File: src/rtl/acc_alu_pkg.sv
package acc_alu_pkg;
  typedef enum logic [2:0] {
    OP_ADD = 3'b000,
    OP_SUB = 3'b001,
    OP_MPY = 3'b010,
    OP_AND = 3'b011,
    OP_OR  = 3'b100,
    OP_NOT = 3'b101,
    OP_SHL = 3'b110,
    OP_SHR = 3'b111
  } alu_op_e;
endpackage

File: src/rtl/acc_alu_logic.sv
module acc_alu_logic
  import acc_alu_pkg::*;
#(
  parameter int W = 16
) (
  input  alu_op_e      op,
  input  logic [W-1:0] a,
  input  logic [W-1:0] b,
  output logic [W-1:0] y
);
  always_comb begin
    unique case (op)
      OP_ADD:  y = a + b;
      OP_SUB:  y = a - b;
      OP_AND:  y = a & b;
      OP_OR:   y = a | b;
      OP_NOT:  y = ~a;
      OP_SHL:  y = {a[W-2:0], 1'b0};
      OP_SHR:  y = {1'b0, a[W-1:1]};
      default: y = '0;
    endcase
  end

  // shifts never pull a bit in at the fill end
  always_comb begin
    if (op == OP_SHL) p_shl_fill_r5: assert (y[0] == 1'b0);
    if (op == OP_SHR) p_shr_fill_r5: assert (y[W-1] == 1'b0);
  end
endmodule

File: src/rtl/acc_alu_mul.sv
module acc_alu_mul #(
  parameter int W = 16
) (
  input  logic         clk,
  input  logic         rst,
  input  logic         load,
  input  logic [W-1:0] a,
  input  logic [W-1:0] b,
  output logic [2*W-1:0] prod,
  output logic         fin
);
  localparam int CW = $clog2(W + 1);

  logic [W-1:0]  mcand;
  logic [W-1:0]  hi;
  logic [W-1:0]  lo;
  logic [CW-1:0] cnt;
  logic          active;
  logic [W:0]    sum;

  always_comb begin
    sum = lo[0] ? ({1'b0, hi} + {1'b0, mcand}) : {1'b0, hi};
  end

  always_ff @(posedge clk) begin
    if (rst) begin
      mcand  <= '0;
      hi     <= '0;
      lo     <= '0;
      cnt    <= '0;
      active <= 1'b0;
      fin    <= 1'b0;
    end else begin
      fin <= 1'b0;
      if (load) begin
        mcand  <= a;
        hi     <= '0;
        lo     <= b;
        cnt    <= CW'(W);
        active <= 1'b1;
      end else if (active) begin
        hi  <= sum[W:1];
        lo  <= {sum[0], lo[W-1:1]};
        cnt <= cnt - 1'b1;
        if (cnt == CW'(1)) begin
          active <= 1'b0;
          fin    <= 1'b1;
        end
      end
    end
  end

  assign prod = {hi, lo};

  // completion only follows an active iteration
  p_fin_after_run_r8: assert property (@(posedge clk) disable iff (rst)
    fin |-> $past(active));
  // a running loop always has iterations left
  p_cnt_live_r8: assert property (@(posedge clk) disable iff (rst)
    active |-> (cnt != '0));
endmodule

File: src/rtl/acc_alu.sv
module acc_alu
  import acc_alu_pkg::*;
#(
  parameter int WIDTH = 16
) (
  input  logic             clk,
  input  logic             rst,
  input  logic             start,
  input  logic [2:0]       op,
  input  logic             acc_en,
  input  logic             br_en,
  input  logic [WIDTH-1:0] acc_in,
  input  logic [WIDTH-1:0] br_in,
  output logic [WIDTH-1:0] result,
  output logic [WIDTH-1:0] mr_out,
  output logic             neg,
  output logic             done,
  output logic             busy
);
  alu_op_e            op_e;
  logic [WIDTH-1:0]   a_op;
  logic [WIDTH-1:0]   b_op;
  logic [WIDTH-1:0]   y;
  logic [2*WIDTH-1:0] prod;
  logic               mul_fin;
  logic               accept;
  logic               mul_go;

  assign op_e   = alu_op_e'(op);
  assign a_op   = acc_en ? acc_in : '0;
  assign b_op   = br_en  ? br_in  : '0;
  assign accept = start && !busy;
  assign mul_go = accept && (op_e == OP_MPY);

  acc_alu_logic #(.W(WIDTH)) u_logic (
    .op (op_e),
    .a  (a_op),
    .b  (b_op),
    .y  (y)
  );

  acc_alu_mul #(.W(WIDTH)) u_mul (
    .clk  (clk),
    .rst  (rst),
    .load (mul_go),
    .a    (a_op),
    .b    (b_op),
    .prod (prod),
    .fin  (mul_fin)
  );

  always_ff @(posedge clk) begin
    if (rst) begin
      result <= '0;
      mr_out <= '0;
      done   <= 1'b0;
      busy   <= 1'b0;
    end else begin
      done <= 1'b0;
      if (accept) begin
        if (op_e == OP_MPY) begin
          busy <= 1'b1;
        end else begin
          result <= y;
          done   <= 1'b1;
        end
      end
      if (mul_fin) begin
        result <= prod[WIDTH-1:0];
        mr_out <= prod[2*WIDTH-1:WIDTH];
        busy   <= 1'b0;
        done   <= 1'b1;
      end
    end
  end

  assign neg = result[WIDTH-1];

  // single-cycle op reports on the next cycle
  p_single_done_r8: assert property (@(posedge clk) disable iff (rst)
    (accept && (op_e != OP_MPY)) |=> done);
  // accepted multiply holds busy and does not report at once
  p_mpy_busy_r8: assert property (@(posedge clk) disable iff (rst)
    mul_go |=> (busy && !done));
  // a result never shows while still busy
  p_done_idle_r8: assert property (@(posedge clk) disable iff (rst)
    done |-> !busy);
  // while busy, nothing but multiply completion raises done
  p_ignore_busy_r9: assert property (@(posedge clk) disable iff (rst)
    (busy && !mul_fin) |=> !done);
  // high product word moves only on multiply completion
  p_mr_hold_r10: assert property (@(posedge clk) disable iff (rst)
    !mul_fin |=> $stable(mr_out));
endmodule

File: config.mk
export PLATFORM = sky130hd
export DESIGN_NAME = acc_alu
export DESIGN_NICKNAME = d
export VERILOG_FILES = /design/src/rtl/acc_alu_pkg.sv /design/src/rtl/acc_alu_logic.sv /design/src/rtl/acc_alu_mul.sv /design/src/rtl/acc_alu.sv
export SDC_FILE = /design/constraint.sdc
export NUM_CORES = 1
export LEC_CHECK = 0
export BUFFER_PORTS_ARGS = -buffer_cell sky130_fd_sc_hd__buf_4
export CORE_UTILIZATION = 54
export DETAILED_ROUTE_END_ITERATION = 16
export PLACE_DENSITY = 0.77
export SYNTH_ARGS = -nofsm -noshare
export SYNTH_HDL_FRONTEND = slang
export SYNTH_SLANG_ARGS = --single-unit
export TNS_END_PERCENT = 20
File: constraint.sdc
create_clock -name clk -period 3.8 [get_ports clk]
set_input_delay 0.38 -clock clk [delete_from_list [all_inputs] [get_ports clk]]
set_output_delay 0.38 -clock clk [all_outputs]
set_load 0.02 [all_outputs]
==> flow_summary_export.csv <==
group,metric,value,unit
synth,syn_area,0.00628,mm2
cells_and_area,nNetsFinal,950,
drt,drc_errors,2,
grt,grt_pass1_wl,28900,um
sta,worst-slew-pin-transition,860,ps
synth,synth_cell_types,58,
power_and_ir_drop,p_seq_share,40.2,%
clocking,cts_root_buf,"clkbuf_16",
die,coreArea,0.0114,mm2
drt,detail_route.wl_per_cell,18.2,um
synth,yosysSeqAreaShare,28.4,%
clocking,cts_sinks,89,
sta,drv_slew,0,
sta,finalHoldViolations,0,
die,die_area,0.0121,mm2
synth,syn_inst,834,
placed_design,portBuffers,74,
clocking,cts_setup_buffers,0,
setup_path,crit_buf_inv,1,
placed_design,dp_hpwl,14000,um
clocking,cts_buffers,9,
setup_path,worstPathRequired,4010,ps
synth,synth_seq_cells,89,
cells_and_area,finish.utilization,63.2,%
synth,ys.flop_type,"dfxtp_1",
sta,timing.hold.ws,423,ps
sta,rsz0062_at_grt,"no",
drt,drt_first_pass_iters,12,
power_and_ir_drop,p_leak,3.03,nW
sta,finalClockSkew,11.0,ps
setup_path,critPathLaunch,"br_in[4]",
grt,grt_overflow,0,
clocking,ctsResizeCount,0,
placed_design,placed_cell_area,0.00689,mm2
die,rows,39,
grt,first_global_vias,5768,
drt,ant_nets,0,
power_and_ir_drop,intPower,1.72,mW
cells_and_area,multi_input_area,0.00415,mm2
synth,yosysTopAreaCell,"dfxtp_1",
grt,track_usage,31.5,%
die,ios,75,
synth,syn_avg_cell_area,7.53,um2
setup_path,worst_setup_path_end_kind,"flip-flop",
sta,setup_viol,0,
synth,yosys-top-cells-count,"nor2_1 (109), nand2_1 (99), dfxtp_1 (89)",
die,die_w,110,um
placed_design,pre_cts_ws,248,ps
placed_design,place_congestion,0.929,
clocking,htreeDepth,3,
synth,synth_most_common_cell,"nor2_1",
synth,ys_warn_count,0,
setup_path,crit_fanout,5,
setup_path,worstReg2RegStart,"u_mul.hi[0]$_SDFFE_PP0P_",
clocking,ctsHoldBuffers,0,
setup_path,crit_chain,"buf_4 > or3_1 > or3_4 > nand2_1 > xnor2_1 > nand2_1 > ha_1 > and4_1 > o21ai_0 > a31oi_1 > a31oi_1 > or2_2 > o21bai_1 > xnor2_1 > o22ai_1",
power_and_ir_drop,combPwrFrac,24.2,%
clocking,clk_pin_slew,70,ps
clocking,cts_tree,"built",
run_status,violations,"DRC",
die,die_y,110,um
clocking,clk_path_buf_depth,2,
worst_hold_path,min_from,"br_in[4]",
drt,via_per_inst,6.20,
worst_hold_path,hold_class,"input pin to flip-flop",
sta,setup_slack,596,ps
setup_path,slowest_stage,"or3_1",
sta,period_needed,3200,ps
synth,synth-edff-count,0,
cells_and_area,diodes,0,
power_and_ir_drop,ir_drop,0.340,mV
setup_path,cp.arrival,3420,ps
flow_run,cap_viol_max_count,0,
sta,slew_headroom,42.6,%
setup_path,crit_path_max_incr_delay,380,ps
sta,max_freq,312,MHz
power_and_ir_drop,switchingPower,0.768,mW
cells_and_area,fillCellCount,1022,
cells_and_area,final_cell_area,0.00719,mm2
power_and_ir_drop,switching_share,30.8,%
synth,synthTopCellsByArea,"dfxtp_1 (28%), ha_1 (7.2%), nor2_1 (6.5%), nand2_1 (5.9%), mux2i_1 (5.9%)",
run_status,run_status,"finished, violations left",
sta,finalSetupTns,0,ps
drt,vias,6326,
die,start_util,55.2,%
cells_and_area,seqCellArea,0.00178,mm2
setup_path,critical-path-top-delay-family,"simple AND/OR/NAND/NOR gates",
sta,timing.final.crit_share,84.3,%
synth,yosysTopAreaCellShare,28.4,%
synth,syn_nets,912,
cells_and_area,drive_gt1_share,13.5,%
drt,wirelength,18600,um
clocking,clkLatencyLatePin,350,ps
power_and_ir_drop,p_per_area,347,mW/mm2
synth,synth-async-reset-ratio,0,%
setup_path,critPathKind,"input pin to flip-flop",
power_and_ir_drop,p_clk_share,35.6,%
grt,grt_max_degree,71,
setup_path,cp-start-kind,"input pin",
drt,drt_iter0_drc,603,
cells_and_area,areaGrowthSynthToFinish,14.5,%
grt,grt_antenna_before_repair,0,
power by group through the flow:
stage | Sequential [mW] | Combinational (mW) | Clock (mW)
6_report | 1.00 | 0.604 | 0.887
5_1_grt | 1.01 | 0.660 | 0.933
4_1_cts | 1.00 | 0.595 | 0.892
3_5_place_dp | 1.02 | 0.593 | 0
3_3_place_gp | 1.02 | 0.584 | 0
2_1_floorplan | 1.03 | 0.397 | 0
worst reg2reg max path, cell delays in order (launching register included):
cell and delay, ps:
dfxtp_1 350, ha_1 250, inv_1 80, fa_1 210, nor2b_1 70, o31a_1 280, o2111ai_1 220, nand3_1 210
o221a_2 310, or3_1 300, a31oi_1 180, o21ai_0 110
cells by family after synthesis:
family	Yosys count	share of synthesized area, %
simple gates	278	19.2
compound gates	258	26.9
buf+inv	92	5.56
flops	89	28.4
mux	40	6.62
xor+xnor	39	5.44
fa+ha+maj	38	7.81
state kept, by name (all words and copies together) (netlist names):
register / flops
mr_out: 16
busy: 1
u_mul.mcand: 16
u_mul.lo: 16
result: 16
u_mul.cnt: 5
u_mul.active: 1
done: 1
u_mul.hi: 16
u_mul.fin: 1
cell type report:
class / instances / share of cell area (%)
Sequential cell: 89 / 24.8
Clock inverter: 6 / 0.940
Tap cell: 143 / 2.49
Clock buffer: 10 / 3.19
Multi-Input combinational cell: 653 / 57.8
Timing Repair Buffer: 87 / 9.09
Inverter: 32 / 1.67
stage by stage:
stage                     power [mW]  instances
after global routing            2.60       1020
after CTS                       2.49       1020
final                           2.49       1020
after floorplan                 1.43        834
after global placement          1.60       1004
after detailed placement        1.62       1004
worst paths after layout:
kind                                                      to  slack [ps]  depth (start not counted)
worst min register to register  u_mul.mcand[12]$_SDFFE_PP0P_         460                          2
worst max register to register     u_mul.hi[13]$_SDFFE_PP0P_        1110                         11
worst min-delay path                u_mul.lo[4]$_SDFFE_PP0P_         420                          3
worst max-delay path                 result[13]$_SDFFE_PP0P_         600                         15
layer usage:
layer	part of all wire (%)	global-route usage [%]
met1	42	39.3
met2	47	52.9
met3	7.0	5.04
met4	3.6	14.4
met5	0	0
placed cells by master, fill, tap and decap left out, types with 18 or more instances in the layout:
master and count:
a211oi_1 37, nor2_1 108, ha_1 36, o21ai_0 45, nand2_1 99, xnor2_1 21
dfxtp_1 87, xor2_1 18, inv_1 32, a21oi_1 72, buf_4 87, a31oi_1 19
mux2i_1 37
Power figures use the tool's default switching activity.
